## config.mk

```make
export PLATFORM = sky130hd
export DESIGN_NAME = spi_modefault_det
export DESIGN_NICKNAME = d
export VERILOG_FILES = /design/src/rtl/spi_modefault_det.sv
export SDC_FILE = /design/constraint.sdc
export NUM_CORES = 1
export LEC_CHECK = 0
export ABC_AREA = 1
export BUFFER_PORTS_ARGS = -buffer_cell sky130_fd_sc_hd__buf_4
export CAP_MARGIN = 40
export CELL_PAD_IN_SITES_DETAIL_PLACEMENT = 1
export CELL_PAD_IN_SITES_GLOBAL_PLACEMENT = 1
export CORE_AREA = 2 2 39 41
export DETAILED_ROUTE_END_ITERATION = 12
export DIE_AREA = 0 0 41 43
export GPL_TIMING_DRIVEN = 0
export HOLD_SLACK_MARGIN = 0.1
export PLACE_DENSITY = 0.6
export SLEW_MARGIN = 30
export SYNTH_ARGS = -nofsm -noshare
export SYNTH_HDL_FRONTEND = slang
export SYNTH_SLANG_ARGS = --single-unit
export TNS_END_PERCENT = 1
```

## constraint.sdc

```tcl
create_clock -name clk -period 1 [get_ports clk]
set_input_delay 0.15 -clock clk [delete_from_list [all_inputs] [get_ports clk]]
set_output_delay 0.15 -clock clk [all_outputs]
set_load 0.02 [all_outputs]
```

## src/rtl/spi_modefault_det.sv

```systemverilog
module spi_modefault_det (
  input  logic clk,
  input  logic rst_n,
  input  logic master_i,
  input  logic fault_en_i,
  input  logic err_ie_i,
  input  logic spi_en_i,
  input  logic ss_n_i,
  input  logic xfer_active_i,
  input  logic stat_rd_i,
  input  logic ctrl_wr_i,
  output logic fault_o,
  output logic irq_o,
  output logic en_clr_o,
  output logic tx_empty_set_o,
  output logic cnt_rst_o,
  output logic sck_oe_o,
  output logic mosi_oe_o,
  output logic miso_oe_o
);

  logic ss_meta, ss_sync, ss_last;
  logic flag_q, armed_q, tear_q;
  logic hit_master, hit_slave, hit;

  always_ff @(posedge clk or negedge rst_n) begin
    if (!rst_n) begin
      ss_meta <= 1'b1;
      ss_sync <= 1'b1;
      ss_last <= 1'b1;
    end else begin
      ss_meta <= ss_n_i;
      ss_sync <= ss_meta;
      ss_last <= ss_sync;
    end
  end

  assign hit_master = master_i & fault_en_i & spi_en_i & ~ss_sync;
  assign hit_slave  = ~master_i & fault_en_i & spi_en_i & xfer_active_i & ss_sync & ~ss_last;
  assign hit        = hit_master | hit_slave;

  always_ff @(posedge clk or negedge rst_n) begin
    if (!rst_n) begin
      flag_q  <= 1'b0;
      armed_q <= 1'b0;
      tear_q  <= 1'b0;
    end else begin
      tear_q <= hit_master;
      if (hit)
        flag_q <= 1'b1;
      else if (ctrl_wr_i && armed_q)
        flag_q <= 1'b0;
      if (ctrl_wr_i)
        armed_q <= 1'b0;
      else if (stat_rd_i && flag_q)
        armed_q <= 1'b1;
    end
  end

  assign fault_o        = flag_q;
  assign irq_o          = flag_q & err_ie_i;
  assign en_clr_o       = tear_q;
  assign tx_empty_set_o = tear_q;
  assign cnt_rst_o      = tear_q;
  assign sck_oe_o       = spi_en_i & master_i & ~tear_q;
  assign mosi_oe_o      = spi_en_i & master_i & ~tear_q;
  assign miso_oe_o      = spi_en_i & ~master_i;

endmodule


```

==> flow_summary.json <==
{
  "htreeDepth": 1,
  "dr_wl_met3_um": 41,
  "drv_cap": 0,
  "post-route-period-util_pct": 113,
  "combPwrFrac_pct": 27.5,
  "cp-start-kind": "flop",
  "cts_root_buffer": "clkbuf_4",
  "wirelength_um": 564,
  "final_cell_mix": "buf_4, buf_6",
  "die_area_sq_um": 1760,
  "final_cells": 67,
  "tightest_slew_ns": 0.168,
  "wl_met2_um": 312,
  "path_delay_family": "flip-flops",
  "dp_cells": 60,
  "route.antenna.remaining_nets": 0,
  "endpoint": "sck_oe_o",
  "multi_input_area_sq_um": 85.1,
  "grt_max_degree": 7,
  "final_nets": 62,
  "tns_ns": -0.425,
  "ys_warn_count": 0,
  "p_total_w": 0.000753,
  "cts_buffers": 3,
  "cts_post_setup_buffers_inserted": 0,
  "drive_above_1_share_pct": 64.7,
  "rrSetupSlack_ns": 0.08,
  "r2r-start": "ss_sync$_DFF_PN1_",
  "antenna_found_initial": 0,
  "slowest_stage": "dfrtp_1",
  "syn_area_sq_um": 267,
  "r2r_end": "fault_o$_DFFE_PN0P_",
  "slew_viol_final": 0,
  "core_sq_um": 1380,
  "critPathCaptureType": "output port",
  "place_area_sq_um": 422,
  "maxSlewHeadroom_pct": 88.8,
  "antenna_cells": 0,
  "clockBufferDepth": 2,
  "synth_fp_nets": 37,
  "die-width_um": 41,
  "grt_overflow": 0,
  "setup_ws_ns": -0.131,
  "p_int_w": 0.000533,
  "row_count": 14,
  "p_leak_nw": 0.253,
  "die-height_um": 43,
  "status": "complete, but fails checks",
  "crit_buf_inv": 2,
  "num_io_pins": 18,
  "cp_data_arrival_time_ns": 0.98,
  "grt_pass1_wl_um": 910,
  "worstPathRequired_ns": 0.85,
  "ir_drop_mv": 0.665,
  "finalSetupViolCount": 5,
  "hold_path_class": "input pin to flop",
  "area_growth_pct": 85.9,
  "period_needed_ns": 1.13,
  "startpoint": "cnt_rst_o$_DFF_PN0_",
  "clkSlewWorstSetupHoldPaths_ns": 0.05,
  "syn_area_per_cell_sq_um": 9.87,
  "switching_share_pct": 29.2,
  "cp_num_cells": 3,
  "crit_type": "flop to output port",
  "start_util_pct": 19.3,
  "p_switching_w": 0.000220,
  "dr.max_layer_used": "met3",
  "path_cells": "nor2_4 > buf_4 > buf_6",
  "powerDensity_nw_per_um2": 1520,
  "holdPathStages": 3,
  "fillCellCount": 163,
  "seq_area_sq_um": 154,
  "yosysSeqAreaShare_pct": 57.7,
  "p_clk_share_pct": 33.3,
  "fmax_mhz": 884,
  "numClockSinks": 6,
  "finalHoldViolCount": 0,
  "cp_slowest_stage_delay_ns": 0.42,
  "design_area_sq_um": 495,
  "r2r_cells": 5,
  "ys_seq_elements": 6,
  "drt_iter0_markers": 0,
  "syn_inst": 27,
  "path_max_fanout": 4,
  "port_buffers": 17,
  "layout_commonest_cell": "buf_4",
  "cts_tree": "yes",
  "routedWlPerCell_um": 8.42,
  "wl_met1_um": 210,
  "drc": 0,
  "grt_pass1_vias": 240,
  "worstSkewPairLatency_ns": 0.25,
  "dr.pass1.iters": 1,
  "rsz0062_at_grt": "yes",
  "grt_usage_pct": 8.09,
  "route.vias.total": 252,
  "seqPwrFrac_pct": 39.3,
  "synth_cell_types": 12,
  "gp_congestion": 0.635,
  "violations": "setup timing",
  "fin_skew_ns": 0.0107,
  "vias_per_cell": 3.76,
  "timing.hold.ws_ns": 0.157
}
sequential cells by signal, indices dropped and copies added (netlist names):
register	count
cnt_rst_o	1
ss_sync	1
armed_q	1
fault_o	1
ss_meta	1
ss_last	1
worst min-delay path by stage:
stage | end | slack (ns) | from
after floorplan | armed_q$_DFFE_PN0P_ | -0.15 | rst_n
after global placement | armed_q$_DFFE_PN0P_ | -0.04 | rst_n
after detailed placement | armed_q$_DFFE_PN0P_ | -0.04 | rst_n
after CTS | armed_q$_DFFE_PN0P_ | 0.17 | stat_rd_i
after global routing | cnt_rst_o$_DFF_PN0_ | 0.16 | fault_en_i
final | cnt_rst_o$_DFF_PN0_ | 0.16 | fault_en_i
repair_timing:
| action | 4_1_cts | 5_1_grt |
|---|---|---|
| hold buffers | 3 | 0 |
| pin swaps | 1 | 0 |
| endpoints found under the hold margin | 8 | 0 |
| endpoints found under the setup margin | 6 | 8 |
| resized for setup | 4 | 2 |
metal layers:
| metal | up-vias | global-route usage [%] |
|---|---|---|
| met5 | - | 0 |
| met4 | 0 | 4.00 |
| met3 | 0 | 6.28 |
| met2 | 10 | 11.6 |
| met1 | 118 | 8.22 |
| li1 | 124 | - |
power groups by stage:
stage | Clock (W) | Combinational (W) | Sequential [W]
4_1_cts | 0.000261 | 0.000208 | 0.000296
5_1_grt | 0.000280 | 0.000226 | 0.000300
3_5_place_dp | 0 | 0.000189 | 0.000299
2_1_floorplan | 0 | 0.0000816 | 0.000313
6_report | 0.000250 | 0.000207 | 0.000296
3_3_place_gp | 0 | 0.000186 | 0.000300
layout make-up:
cell class                      instances  share of cell area [%]
Multi-Input combinational cell         14                    17.2
Buffer                                  3                    4.55
Tap cell                               16                    4.04
Sequential cell                         6                    31.1
Inverter                                4                    3.03
Timing Repair Buffer                   20                    34.8
Clock buffer                            4                    5.30
synthesized netlist by cell type:
cell type  instances  area [sq um]
nor2_4             1          11.3
dfrtp_1            3          75.1
a21oi_1            1          5.00
dfstp_2            3          78.8
a21oi_2            1          8.76
nand3b_1           1          7.51
nor2_1             4          15.0
nand2_1            4          15.0
inv_1              4          15.0
nand2_2            1          6.26
buf_4              3          22.5
nor2_2             1          6.26
worst register-to-register path: stages (launching register included):
cell and delay [ns]:
dfstp_2 0.53, inv_1 0.05, nand2_2 0.07, nor2_4 0.03
nor2_1 0.08, nand2_1 0.05
kinds of logic after synthesis:
group                  count (synthesis)  synth area share, %
and+or+nand+nor                       12                 23.0
buffers and inverters                  7                 14.1
DFF                                    6                 57.7
AOI/OAI and AO/OA                      2                 5.16
per-stage QoR:
step / setup slack, ns / util, %
after floorplan: 0.0193 / -
after global placement: 0.0669 / 30.5
after detailed placement: 0.0567 / 30.5
after CTS: -0.148 / 35.6
after global routing: -0.181 / 35.8
final: -0.131 / 35.8
No activity file was read; power rests on OpenSTA's default activity.
